[config.mk]
export PLATFORM = sky130hd
export DESIGN_NAME = sweep_ramp
export DESIGN_NICKNAME = d
export VERILOG_FILES = /design/src/rtl/sweep_ramp_pkg.sv /design/src/rtl/sweep_ramp_cfg.sv /design/src/rtl/sweep_ramp_presc.sv /design/src/rtl/sweep_ramp_acc.sv /design/src/rtl/sweep_ramp.sv
export SDC_FILE = /design/constraint.sdc
export NUM_CORES = 1
export LEC_CHECK = 0
export ABC_CLOCK_PERIOD_IN_PS = 2890
export BUFFER_PORTS_ARGS = -buffer_cell sky130_fd_sc_hd__buf_4
export CAP_MARGIN = 20
export CORE_MARGIN = 2
export CORE_UTILIZATION = 54
export DETAILED_ROUTE_END_ITERATION = 7
export PLACE_DENSITY = 0.83
export SETUP_SLACK_MARGIN = 0.15
export SYNTH_ARGS = -nofsm -noshare
export SYNTH_HDL_FRONTEND = slang
export SYNTH_SLANG_ARGS = --single-unit
[constraint.sdc]
create_clock -name clk -period 2.89 [get_ports clk]
set_input_delay 0.289 -clock clk [delete_from_list [all_inputs] [get_ports clk]]
set_output_delay 0.289 -clock clk [all_outputs]
set_load 0.1 [all_outputs]
[src/rtl/sweep_ramp_pkg.sv]
package sweep_ramp_pkg;
   localparam int unsigned CTRL_W      = 8;
   localparam int unsigned DIV_FIELD_W = 4;
   localparam int unsigned EN_POS      = 5;
   localparam int unsigned STEP_POS    = 4;
   localparam int unsigned DIV_LSB     = 0;
   localparam int unsigned USED_W      = 6;
   localparam logic [CTRL_W-1:0] CTRL_RESET = 8'h01;

   typedef struct packed {
      logic                   en;
      logic                   step;
      logic [DIV_FIELD_W-1:0] div;
   } ramp_ctrl_t;

   function automatic ramp_ctrl_t unpack_ctrl(input logic [CTRL_W-1:0] b);
      ramp_ctrl_t c;
      c.en   = b[EN_POS];
      c.step = b[STEP_POS];
      c.div  = b[DIV_LSB +: DIV_FIELD_W];
      return c;
   endfunction
endpackage

[src/rtl/sweep_ramp_cfg.sv]
module sweep_ramp_cfg
   import sweep_ramp_pkg::*;
#(
   parameter int unsigned REG_W = CTRL_W
) (
   input  logic             clk,
   input  logic             rst_n,
   input  logic             wr,
   input  logic [REG_W-1:0] wdata,
   output logic [REG_W-1:0] rdata,
   output ramp_ctrl_t       ctrl
);
   localparam int unsigned PAD_W = REG_W - USED_W;

   generate
      if (REG_W < USED_W) begin : g_bad_width
         $error("sweep_ramp_cfg: REG_W too small for the control fields");
      end
   endgenerate

   logic [USED_W-1:0] used_q;

   always_ff @(posedge clk or negedge rst_n) begin
      if (!rst_n) begin
         used_q <= CTRL_RESET[USED_W-1:0];
      end else if (wr) begin
         used_q <= wdata[USED_W-1:0];
      end
   end

   generate
      if (PAD_W > 0) begin : g_pad
         assign rdata = {{PAD_W{1'b0}}, used_q};
      end else begin : g_nopad
         assign rdata = used_q;
      end
   endgenerate

   assign ctrl = unpack_ctrl(rdata);
endmodule

[src/rtl/sweep_ramp_presc.sv]
module sweep_ramp_presc #(
   parameter int unsigned DIV_W = 4
) (
   input  logic             clk,
   input  logic             rst_n,
   input  logic             run,
   input  logic [DIV_W-1:0] div,
   output logic             tick
);
   generate
      if (DIV_W < 1) begin : g_bad_div
         $error("sweep_ramp_presc: DIV_W must be at least 1");
      end
   endgenerate

   logic [DIV_W-1:0] cnt_q;

   // A count at or beyond the limit is terminal, so lowering the limit acts at once.
   assign tick = run && (cnt_q >= div);

   always_ff @(posedge clk or negedge rst_n) begin
      if (!rst_n) begin
         cnt_q <= '0;
      end else if (!run) begin
         cnt_q <= '0;
      end else if (tick) begin
         cnt_q <= '0;
      end else begin
         cnt_q <= cnt_q + 1'b1;
      end
   end
endmodule

[src/rtl/sweep_ramp_acc.sv]
module sweep_ramp_acc #(
   parameter int unsigned ACC_W  = 26,
   parameter int unsigned STEP_W = 1
) (
   input  logic              clk,
   input  logic              rst_n,
   input  logic              run,
   input  logic              tick,
   input  logic [STEP_W-1:0] step,
   output logic [ACC_W-1:0]  acc,
   output logic              wrap
);
   localparam int unsigned MAX_SHIFT = (1 << STEP_W) - 1;

   generate
      if (MAX_SHIFT >= ACC_W) begin : g_bad_acc
         $error("sweep_ramp_acc: largest step does not fit the accumulator");
      end
   endgenerate

   logic [ACC_W-1:0] inc;
   logic [ACC_W:0]   sum;

   generate
      if (STEP_W == 1) begin : g_step_mux
         assign inc = step[0] ? ACC_W'(2) : ACC_W'(1);
      end else begin : g_step_shift
         assign inc = ACC_W'(1) << step;
      end
   endgenerate

   assign sum = {1'b0, acc} + {1'b0, inc};

   always_ff @(posedge clk or negedge rst_n) begin
      if (!rst_n) begin
         acc  <= '0;
         wrap <= 1'b0;
      end else if (!run) begin
         acc  <= '0;
         wrap <= 1'b0;
      end else if (tick) begin
         acc  <= sum[ACC_W-1:0];
         wrap <= sum[ACC_W];
      end else begin
         wrap <= 1'b0;
      end
   end
endmodule

[src/rtl/sweep_ramp.sv]
module sweep_ramp
   import sweep_ramp_pkg::*;
#(
   parameter int unsigned ACC_W = 26,
   parameter int unsigned DIV_W = DIV_FIELD_W
) (
   input  logic                     clk,
   input  logic                     rst_n,
   input  logic                     cfg_wr,
   input  logic [CTRL_W-1:0]        cfg_wdata,
   output logic [CTRL_W-1:0]        cfg_rdata,
   output logic signed [ACC_W-1:0]  ramp_out,
   output logic                     ramp_wrap
);
   generate
      if (DIV_W != DIV_FIELD_W) begin : g_bad_div
         $error("sweep_ramp: DIV_W must match the control byte divider field");
      end
      if (ACC_W < 4) begin : g_bad_acc
         $error("sweep_ramp: ACC_W must be at least 4");
      end
   endgenerate

   ramp_ctrl_t       ctrl;
   logic             tick;
   logic [ACC_W-1:0] acc;
   logic             wrap_q;

   sweep_ramp_cfg #(.REG_W(CTRL_W)) u_cfg (
      .clk   (clk),
      .rst_n (rst_n),
      .wr    (cfg_wr),
      .wdata (cfg_wdata),
      .rdata (cfg_rdata),
      .ctrl  (ctrl)
   );

   sweep_ramp_presc #(.DIV_W(DIV_W)) u_presc (
      .clk   (clk),
      .rst_n (rst_n),
      .run   (ctrl.en),
      .div   (ctrl.div),
      .tick  (tick)
   );

   sweep_ramp_acc #(.ACC_W(ACC_W), .STEP_W(1)) u_acc (
      .clk   (clk),
      .rst_n (rst_n),
      .run   (ctrl.en),
      .tick  (tick),
      .step  (ctrl.step),
      .acc   (acc),
      .wrap  (wrap_q)
   );

   // The gate makes the output zero in the very cycle the enable drops.
   assign ramp_out  = ctrl.en ? signed'(acc) : '0;
   assign ramp_wrap = ctrl.en & wrap_q;
endmodule

Word level (Yosys, flattened, before mapping). Cells that the tools add are included.

Add/sub/neg operators: 2. Order comparisons: 1. Equal/unequal tests: 1. Mux-type cells: 8. Bitwise gates (word level): 1. Reductions and logical operators: 1.

Operators with widths (count): 26-bit two-way mux (3); 26-bit by 26-bit adder with 27-bit output (1); 4-bit two-way mux (2); 4-bit by 1-bit adder with 4-bit output (second input constant) (1); 4-bit greater-or-equal comparator (1); 1-bit two-way mux (2); 2-bit two-way mux (1); 2-bit != test (second input constant) (1); 1-bit AND (1); 1-bit logical AND (1).

Register bits: 37. Input port bits: 11. Output and inout bits: 35. Logic and storage cells: 18.

Longest topological paths before layout. Gate-level depths: netlist of the first run.

Depth after elaboration: 4. Gate-level depth with buffers: 9. Depth with buffers taken out: 8.

Cells and area by module. Synthesis of the first run repeated with hierarchy kept, for this count alone.

Cell total of the unflattened synthesis: 228. Area, all modules: 2235.9 sq um.

By module, submodules not included: sweep_ramp_acc (times used 1, cells each 150, area each 1422.6 sq um, sequential area each 675.6 sq um); sweep_ramp_cfg (times used 1, cells each 22, area each 316.6 sq um, sequential area each 151.4 sq um); sweep_ramp_presc (times used 1, cells each 27, area each 279.0 sq um, sequential area each 100.1 sq um); sweep_ramp (times used 1, cells each 29, area each 217.7 sq um, sequential area each 0.0 sq um).

Worst setup path after synthesis of the first run. OpenSTA, ideal clock, no wires.

Kind: register to register. Start: register u_cfg.used_q[3], in the netlist u_cfg.ctrl[3]. End: register u_acc.acc[25]. Library setup time: 125 ps. Arrival time: 2760 ps. Data required time: 2765 ps. Setup slack: 4 ps. Stages on the path, launching flop included: 9. Path buffers: 1. Period minus slack after synthesis: 2886 ps. Path through: dfrtp_1 -> inv_1 -> ha_1 -> o21ai_0 -> a21o_1 -> or3_1 -> buf_2 -> or3_4 -> mux2_4.

Word-level cells in the longest chain between the ends: 3.

RTL lines: start: declaration (RTL line sweep_ramp_cfg.sv:21) `logic [USED_W-1:0] used_q;`; start signal: assignment (RTL line sweep_ramp_cfg.sv:25) `used_q <= CTRL_RESET[USED_W-1:0];`; start signal: assignment (RTL line sweep_ramp_cfg.sv:27) `used_q <= wdata[USED_W-1:0];`; 4-bit greater-or-equal comparator (RTL line sweep_ramp_presc.sv:19) `assign tick = run && (cnt_q >= div);`; 1-bit logical AND (RTL line sweep_ramp_presc.sv:19); 2-bit != test (no source line); end signal: assignment (RTL line sweep_ramp_acc.sv:42) `acc <= sum[ACC_W-1:0];`; end: declaration (RTL line sweep_ramp_acc.sv:10) `output logic [ACC_W-1:0] acc,`.

No other way between the ends. A chain may end at the register's enable or synchronous reset.

Final worst setup path of the first run.
Start: register u_presc.cnt_q[2]. End: register u_acc.acc[25].

Word-level cells in the longest chain between the ends: 3.

RTL lines: start: declaration (RTL line sweep_ramp_presc.sv:16) `logic [DIV_W-1:0] cnt_q;`; start signal: assignment (RTL line sweep_ramp_presc.sv:29) `cnt_q <= cnt_q + 1'b1;`; 4-bit greater-or-equal comparator (RTL line sweep_ramp_presc.sv:19); 1-bit logical AND (RTL line sweep_ramp_presc.sv:19); 2-bit != test (no source line).

No other way between the ends.

==> qor.csv, run 1 <==
stage,metric,value,unit
timing,worstMarginPinSlew,798,ps
power,cellPowerDensity,457,nW/um^2
clocking,cts_buffers,5,
critical_path,worstPathMaxFanout,17,
layout,syn2layout_area_growth,20.2,%
timing,slew_headroom,46.8,%
clocking,clock-root-buffer,clkbuf_8,
synthesis,synth_compound_area_share,9.50,%
timing,timing.final.crit_share,86.2,%
synthesis,yosysMostFrequentCell,dfrtp_1,
power,seqPwrFrac,46.9,%
placed_design,place_area,2480,um^2
global_route,grt_pass1_wl,7.60,mm
clocking,clkTransAtPathRegs,70,ps
synthesis,synth_top_family_by_area,simple AND/OR/NAND/NOR gates,
die,ios,46,
placed_design,place_hpwl,3.23,mm
die,core-area,3740,um^2
synthesis,synthTopCellsByArea,"dfrtp_1 (42%), and2_1 (8.1%), ha_1 (4.1%)",
critical_path,slowest_stage,or3_1,
timing,slew_violations,0,
layout,finish.utilization,69.4,%
power,sw_frac_of_total,31.8,%
synthesis,synth_top_cell_area_share,41.7,%
synthesis,ys_seq_elements,37,
synthesis,syn_avg_cell_area,9.04,um^2
clocking,h-tree-depth,2,
layout,drive_gt1_share,23.0,%
critical_path,critPathArrivalTime,2680,ps
power,clkPwrFrac,34.0,%
timing,fin_skew,6.75,ps
critical_path,crit_chain,ha_1 > o21ai_0 > a21o_1 > or3_1 > or3_4 > mux2_4,
route,drtIter0Drc,95,
critical_path,max_stage_delay,540,ps
clocking,cts_max_path_buffers,2,
route,drtPass1Iterations,4,
global_route,grt_overflow,0,
outcome,status,"finished, final reports clean",
die,start_util,57.7,%
critical_path,worstSetupStartpoint,u_presc.cnt_q[2],
synthesis,synthTopCellsByCount,"dfrtp_1 (36), and2_1 (28), nand2_1 (21)",
critical_path,r2r_slack,400,ps
route,drt-total-wl,4.65,mm
worst_hold_path,whs_path_depth,3,
layout,design_area,2600,um^2
clocking,clk_latency,290,ps
die,die_w,67.2,um
synthesis,yosys_warnings,0,
synthesis,synth-simple-area-share,30.2,%
synthesis,synth_top_area_cell,dfrtp_1,
power,p_switching,0.377,mW
clocking,cts_tree,yes,
synthesis,synth_edf_count,0,
clocking,clock-sinks,37,
power,comb_power_share,19.1,%
critical_path,cp.required,3070,ps
route,drc,0,
timing,rsz0062_at_grt,no,
power,p_int,0.809,mW
die,dieArea,4520,um^2
power,power_leakage,1.18,nW
layout,diodes,0,
synthesis,seq_area_frac_synth,42.9,%
clocking,post_cts_buffers,0,
timing,setup-violations-final,0,
clocking,post_cts_resized,0,
global_route,antenna_found_initial,0,
placed_design,dpl.cell_count,317,
synthesis,synth_xor_area_share,4.46,%
layout,layoutNonFillerInstCount,326,
synthesis,yosysUniqueCellTypes,37,
global_route,grt_max_degree,38,
critical_path,startpoint_type,flop,
die,rows,22,
route,vias,1815,
route,postRouteAntennaNets,0,
timing,min_period,2490,ps
synthesis,synthFlopType,dfrtp_1,
route,avgViaCountPerCell,5.57,
critical_path,regToRegEndpoint,u_acc.acc[25],
layout,final_nets,296,
synthesis,syn_area,2160,um^2
synthesis,syn-instance-count,239,
critical_path,end_kind,flop,
global_route,grt_usage,22.7,%
critical_path,r2r_start,u_presc.cnt_q[2],
timing,max_freq,401,MHz
synthesis,async_flop_share,100,%
critical_path,crit_path_end,u_acc.acc[25],
timing,setup_tns,0,ps
timing,hold_viol_final,0,
critical_path,reg2regPathDepth,6,
placed_design,place.gp.congestion,0.773,
synthesis,synth_fa_ha_area_share,4.98,%
route,drt-wirelength-per-cell,14.2,um
die,die_h,67.2,um
worst_hold_path,hold_class,input pin to flop,
critical_path,critPathKind,flop to flop,
power,ir_drop,0.308,mV
global_route,grt_pass1_vias,1667,
synthesis,synthMuxAreaShare,2.78,%
placed_design,io_buffers,41,
clocking,ctsHoldBuffers,1,
flow_run,maxCapViolations,0,
-- sequential cells by signal (all words and copies together) (netlist names) --
register	count
u_acc.acc	26
u_presc.cnt_q	4
u_acc.wrap	1
u_cfg.ctrl	6
-- layout make-up --
cell class,instances,area (um^2)
multi-input combinational,179,1130
timing repair buffer,45,340
fill,308,1150
tap,48,60.1
inverter,9,33.8
clock inverter,1,5.00
clock buffer,7,96.3
sequential,37,931
-- logic make-up (layout without fill, tap and decap cells) --
| logic type | count (synthesis) | in the layout |
|---|---|---|
| multiplexers | 5 | 5 |
| XOR/XNOR | 11 | 11 |
| AND/OR/NAND/NOR | 116 | 116 |
| buffers and inverters | 24 | 62 |
| flip-flops | 37 | 37 |
| AO/OA/AOI/OAI | 37 | 37 |
| other | 1 | 2 |
| adder cells (fa/ha/maj) | 8 | 8 |
-- critical path, delay by kind of cell (launching register included) --
family / cells / cell delay [ps]
flops: 1 / 420
fa+ha+maj: 1 / 300
simple gates: 2 / 1010
compound gates: 2 / 360
mux: 1 / 300
-- metrics by stage --
stage	power (mW)	setup WS (ps)	hold WS [ps]
floorplan	0.728	287	-6.59
global placement	0.785	460	274
detailed placement	0.790	432	272
CTS	1.19	379	200
global route	1.23	207	223
finish	1.19	398	197
-- cell usage in the layout, fill, tap and decap left out, drive strengths merged, types with 6 or more instances in the layout --
cell    netlist  routed
dfrtp        36      36
a21oi        13      13
nor2         19      19
xnor2         8       8
or3           9       9
nand2        21      21
nor4          7       7
ha            7       7
inv           8       8
buf           7      44
nand4         7       7
nand3         6       6
and2         28      28
o21ai        16      16
clkbuf        8       7
-- power groups by stage --
stage          clock (mW)  sequential (mW)  combinational, mW
2_1_floorplan           0            0.595              0.134
3_3_place_gp            0            0.565              0.219
3_5_place_dp            0            0.567              0.223
4_1_cts             0.404            0.557              0.226
5_1_grt             0.429            0.559              0.244
6_report            0.402            0.556              0.227
-- how the worst min path moves through the flow --
stage | from | to | slack [ps]
floorplan | rst_n | u_acc.acc[0] | -7
detailed placement | rst_n | u_acc.acc[5] | 270
finish | cfg_wdata[2] | u_cfg.ctrl[2] | 200
CTS | cfg_wdata[1] | u_cfg.ctrl[1] | 200
global route | cfg_wdata[1] | u_cfg.ctrl[1] | 220
global placement | rst_n | u_acc.acc[5] | 270
-- per-layer routing --
metal / share of wire [%] / global-route usage [%] / vias up
met2: 51 / 40.7 / 40
met1: 45 / 27.6 / 869
met3: 3.4 / 4.00 / 8
met4: 1.4 / 6.89 / 0
li1: - / - / 898
met5: 0 / 0 / -
Power figures use the tool's default switching activity.
==> run 2, diff against run 1 <==
Settings changed: CELL_PAD_IN_SITES_DETAIL_PLACEMENT set to 1, CELL_PAD_IN_SITES_GLOBAL_PLACEMENT set to 2, CORE_MARGIN 2 to 1, CORE_UTILIZATION 54 to 32, PLACE_DENSITY 0.83 to 0.82.
==> run 2 against run 1 <==
Compared with the run above: the flow now finishes with violations (design-rule violations); critical path depth grew 1; final cell count up 8.9%; via count rose by 1.7%; largest cell class unchanged; highest routed layer unchanged.
==> qor.csv, run 2 (synthesis gave the netlist of run 1 again) <==
stage,metric,value,unit,change
timing,setup_tns,0,ps,unchanged
timing,rsz0062_at_grt,no,,
layout,diodes,0,,unchanged
critical_path,worstPathMaxFanout,11,,-6
clocking,clock-root-buffer,clkbuf_8,,
global_route,grt_pass1_wl,9.02,mm,+19%
critical_path,critPathArrivalTime,2680,ps,about the same
clocking,cts_tree,yes,,
clocking,post_cts_resized,0,,unchanged
route,drc,2,,+2
timing,hold_viol_final,0,,unchanged
timing,max_freq,407,MHz,+1.4%
layout,syn2layout_area_growth,21.6,%,
route,drtIter0Drc,46,,-52%
worst_hold_path,hold_class,input pin to flop,,
layout,largest_register,u_acc.acc,,
route,drtPass1Iterations,6,,+2
die,start_util,33.6,%,-24 points
critical_path,end_kind,flop,,
die,core-area,6420,um^2,+72%
placed_design,place.gp.congestion,0.763,,-1.3%
clocking,post_cts_buffers,0,,unchanged
layout,fill_cells,757,,+150%
route,drt-wirelength-per-cell,14.9,um,+4.3%
die,rows,29,,+32%
route,avgViaCountPerCell,5.20,,-6.6%
die,ios,46,,unchanged
timing,whs,207,ps,+9.55 ps
layout,final_common_cell,buf_4,,
layout,multiInputGateArea,1130,um^2,unchanged
clocking,clk_latency,290,ps,about the same
layout,final_nets,297,,+0.34%
timing,worstMarginPinSlew,787,ps,-10.6 ps
timing,slew_headroom,47.5,%,+0.70 points
clocking,clkTransAtPathRegs,70,ps,about the same
layout,largest_register_ffs,26,,unchanged
timing,slew_violations,0,,unchanged
die,die_w,84.2,um,+25%
critical_path,critPathKind,flop to flop,,
timing,min_period,2460,ps,-33.4 ps
global_route,antenna_found_initial,0,,unchanged
outcome,status,finished with violations,,
placed_design,place_hpwl,3.79,mm,+17%
placed_design,io_buffers,41,,unchanged
clocking,cts_max_path_buffers,2,,unchanged
flow_run,maxCapViolations,0,,unchanged
global_route,grt_overflow,0,,unchanged
global_route,grt_max_degree,38,,unchanged
global_route,grt_pass1_vias,1919,,+15%
layout,drive_gt1_share,22.7,%,-0.36 points
power,power_leakage,1.17,nW,-0.49%
clocking,h-tree-depth,2,,unchanged
route,drt-total-wl,5.28,mm,+14%
placed_design,dpl.cell_count,347,,+9.5%
die,die_h,84.2,um,+25%
critical_path,cp.required,3110,ps,+40 ps
power,cellPowerDensity,440,nW/um^2,-3.7%
route,postRouteAntennaNets,0,,unchanged
layout,layoutNonFillerInstCount,355,,+8.9%
outcome,violations,design-rule violations,,
clocking,cts_buffers,5,,unchanged
layout,regArea,931,um^2,unchanged
die,dieArea,7080,um^2,+57%
global_route,grt_usage,16.0,%,-6.7 points
clocking,clock-sinks,37,,unchanged
clocking,ctsHoldBuffers,1,,unchanged
route,vias,1846,,+1.7%
power,ir_drop,0.166,mV,-46%
critical_path,startpoint_type,flop,,
layout,mostFrequentLayoutCells,"buf_4 (45), dfrtp_1 (33), and2_1 (28)",,
layout,finish.utilization,40.9,%,-28 points
timing,timing.final.crit_share,85.1,%,-1.2 points
timing,setup-violations-final,0,,unchanged
timing,fin_skew,4.87,ps,-1.88 ps
==> run 2: changes by cell type in the layout (fill, tap and decap cells not counted), sizes merged <==
cell    before  now
clkinv       2    1
buf         44   45
==> run 2: cell type report <==
class,instances,share of cell area [%]
clock buffer,7,3.29
timing repair buffer,46,13.3
tap,77,3.67
multi-input combinational,179,43.0
inverter,9,1.29
sequential,37,35.5
==> run 2: worst paths after layout <==
kind                                   from                to  slack, ps  depth (start not counted)
setup / recovery           u_presc.cnt_q[2]     u_acc.acc[20]        430                          7
max in group asynchronous             rst_n     u_cfg.ctrl[3]       2030                          2
hold / removal                 cfg_wdata[4]     u_cfg.ctrl[4]        210                          3
setup reg to reg           u_presc.cnt_q[2]     u_acc.acc[20]        430                          7
hold reg to reg            u_presc.cnt_q[0]  u_presc.cnt_q[0]        490                          1
min in group asynchronous             rst_n      u_acc.acc[2]        510                          2
==> run 2: worst max-delay path, cell delays in order, from the launching register on <==
cell,delay (ps)
dfrtp_1,410
ha_1,280
o21ai_0,120
a21o_1,250
or3_1,450
buf_4,230
or4_1,500
a21oi_1,150
==> run 2: per-stage QoR <==
stage / power (mW) / area [um^2] / setup slack, ps
after CTS: 1.17 / 2630 / 423
after detailed placement: 0.798 / 2530 / 446
final: 1.15 / 2630 / 432
after floorplan: 0.728 / 2170 / 287
after global routing: 1.21 / 2630 / 275
after global placement: 0.792 / 2530 / 491
==> run 2: layer usage <==
metal  wire length, um  global-route usage (%)  vias up
met5                 0                       0        -
met4                59                    4.70        0
met3               168                    3.15        4
met2              2500                    26.3       29
met1              2550                    21.3      910
li1                  -                       -      903
==> run 2: where the power goes <==
group          internal [mW]  switching [mW]  total (mW)
Sequential             0.534          0.0220       0.556
Clock                  0.189           0.181       0.370
Combinational         0.0582           0.169       0.228
==> run 3, diff against run 2 <==
Settings changed: PLACE_DENSITY 0.82 to unset, PLACE_DENSITY_LB_ADDON set to 0.08.
==> run 3 against run 2 <==
Compared with the run above: the flow still finishes with violations (design-rule violations); setup slack better by 64 ps; wire length up 3.1%; non-clock buffer count increased by 2; final cell count is 0.85% higher; design area is 0.72% higher; die area is the same; clock-buffer cell count rose by 1; largest cell class unchanged; highest routed layer unchanged.
==> qor.csv, run 3 (synthesis gave the netlist of run 1 again) <==
stage,metric,value,unit,change
outcome,status,finished with violations,,
outcome,violations,design-rule violations,,
route,vias,1814,,-1.7%
route,drt-wirelength-per-cell,15.2,um,+2.3%
critical_path,cp.buffers_inverters,1,,unchanged
timing,slew_violations,0,,unchanged
clocking,clk_latency,290,ps,about the same
timing,rsz0062_at_grt,no,,
die,core-area,6420,um^2,unchanged
global_route,grt_usage,17.1,%,+1.2 points
route,postRouteAntennaNets,0,,unchanged
layout,largest_register_ffs,26,,unchanged
placed_design,io_buffers,41,,unchanged
route,drt-total-wl,5.44,mm,+3.1%
die,die_h,84.2,um,unchanged
clocking,clock-root-buffer,clkbuf_8,,
critical_path,crit_chain,ha_1 > o21ai_0 > a21o_1 > or3_1 > buf_4 > or3_4 > mux2_4,,
timing,slew_headroom,66.0,%,+18 points
timing,max_freq,418,MHz,+2.7%
clocking,cts_buffers,5,,unchanged
timing,setup_tns,0,ps,unchanged
placed_design,place.gp.congestion,0.727,,-4.7%
global_route,grt_overflow,0,,unchanged
timing,fin_skew,7.39,ps,+2.53 ps
power,cellPowerDensity,443,nW/um^2,+0.89%
global_route,antenna_found_initial,0,,unchanged
layout,drive_gt1_share,23.1,%,+0.47 points
route,drc,14,,+12
timing,hold_viol_final,0,,unchanged
worst_hold_path,hold_start,cfg_wdata[2],,
critical_path,cp.required,3080,ps,-30 ps
die,die_w,84.2,um,unchanged
die,start_util,33.6,%,unchanged
clocking,post_cts_buffers,0,,unchanged
critical_path,r2r_start,u_presc.cnt_q[2],,
layout,fill_cells,779,,+2.9%
placed_design,place_hpwl,3.91,mm,+3.1%
timing,timing.final.crit_share,82.9,%,-2.2 points
critical_path,crit_family,simple AND/OR/NAND/NOR gates,,
layout,diodes,0,,unchanged
layout,final_nets,299,,+0.67%
global_route,grt_max_degree,38,,unchanged
layout,syn2layout_area_growth,22.4,%,
worst_hold_path,hold_class,input pin to flop,,
critical_path,critPathArrivalTime,2580,ps,-100 ps
global_route,grt_pass1_wl,9.43,mm,+4.5%
layout,finish.utilization,41.2,%,+0.29 points
critical_path,max_stage_delay,420,ps,-80 ps
clocking,cts_max_path_buffers,2,,unchanged
route,avgViaCountPerCell,5.07,,-2.6%
layout,largest_register,u_acc.acc,,
flow_run,maxCapViolations,0,,unchanged
clocking,clock-sinks,37,,unchanged
timing,worstMarginPinSlew,510,ps,-277 ps
layout,mostFrequentLayoutCells,"buf_4 (47), dfrtp_1 (33), and2_1 (28)",,
route,drtPass1Iterations,6,,unchanged
timing,setup-violations-final,0,,unchanged
die,ios,46,,unchanged
critical_path,worstSetupStartpoint,u_presc.cnt_q[2],,
power,ir_drop,0.139,mV,-16%
clocking,clkTransAtPathRegs,80,ps,about the same
route,drtIter0Drc,68,,+48%
critical_path,worstPathMaxFanout,8,,-3
die,rows,29,,unchanged
timing,min_period,2390,ps,-63.7 ps
critical_path,slowest_stage,dfrtp_1,,
layout,final_common_cell,buf_4,,
critical_path,startpoint_type,flop,,
die,dieArea,7080,um^2,unchanged
timing,layout_setup_ws,496,ps,+63.7 ps
critical_path,end_kind,flop,,
clocking,h-tree-depth,2,,unchanged
clocking,cts_tree,yes,,
critical_path,critPathKind,flop to flop,,
power,power_leakage,1.18,nW,+0.88%
placed_design,post-place-ws,505,ps,+58.4 ps
global_route,grt_pass1_vias,1796,,-6.4%
-- run 3: what timing repair did --
| item | 4_1_cts | 5_1_grt |
|---|---|---|
| endpoints found under the hold margin | 36 | 0 |
| gates resized for setup | 0 | 0 |
| hold buffers | 1 | 0 |
-- run 3: final timing paths --
check                                   endpoint  slack (ps)  depth (start not counted)
worst max register to register     u_acc.acc[25]         500                          7
worst min register to register  u_presc.cnt_q[0]         490                          1
worst min-delay path               u_cfg.ctrl[2]         210                          3
max in group asynchronous          u_cfg.ctrl[2]        2010                          2
worst max-delay path               u_acc.acc[25]         500                          7
min in group asynchronous           u_acc.acc[1]         510                          2
-- run 3: metrics by stage --
step	cells	total power, mW	hold slack [ps]	instance area, um^2
6_report	358	1.17	211	2640
3_5_place_dp	349	0.801	303	2540
3_3_place_gp	349	0.798	299	2540
4_1_cts	358	1.19	207	2640
2_1_floorplan	240	0.728	-6.59	2170
5_1_grt	358	1.23	213	2640
-- run 3: per-layer routing --
metal	global-route usage, %	vias up	wire length [um]
li1	-	908	-
met1	24.7	862	2820
met2	25.6	37	2340
met3	3.54	7	211
met4	5.64	0	69
met5	0	-	0
-- run 3: area by class of cell --
class                      count  area [um^2]  share of cell area [%]
multi-input combinational    179         1130                    42.7
sequential                    37          931                    35.2
timing repair buffer          48          363                    13.7
tap                           77         96.3                    3.64
clock buffer                   8         90.1                    3.41
inverter                       9         33.8                    1.28
-- run 3: power by group --
part	internal [mW]	switching, mW
sequential	0.534	0.0158
combinational	0.0594	0.177
clock	0.195	0.191
-- run 3: worst register-to-register path: stages, from the launching register on --
cell and delay [ps]:
dfrtp_1 420, ha_1 280, o21ai_0 130, a21o_1 260, or3_1 350, buf_4 180
or3_4 380, mux2_4 300
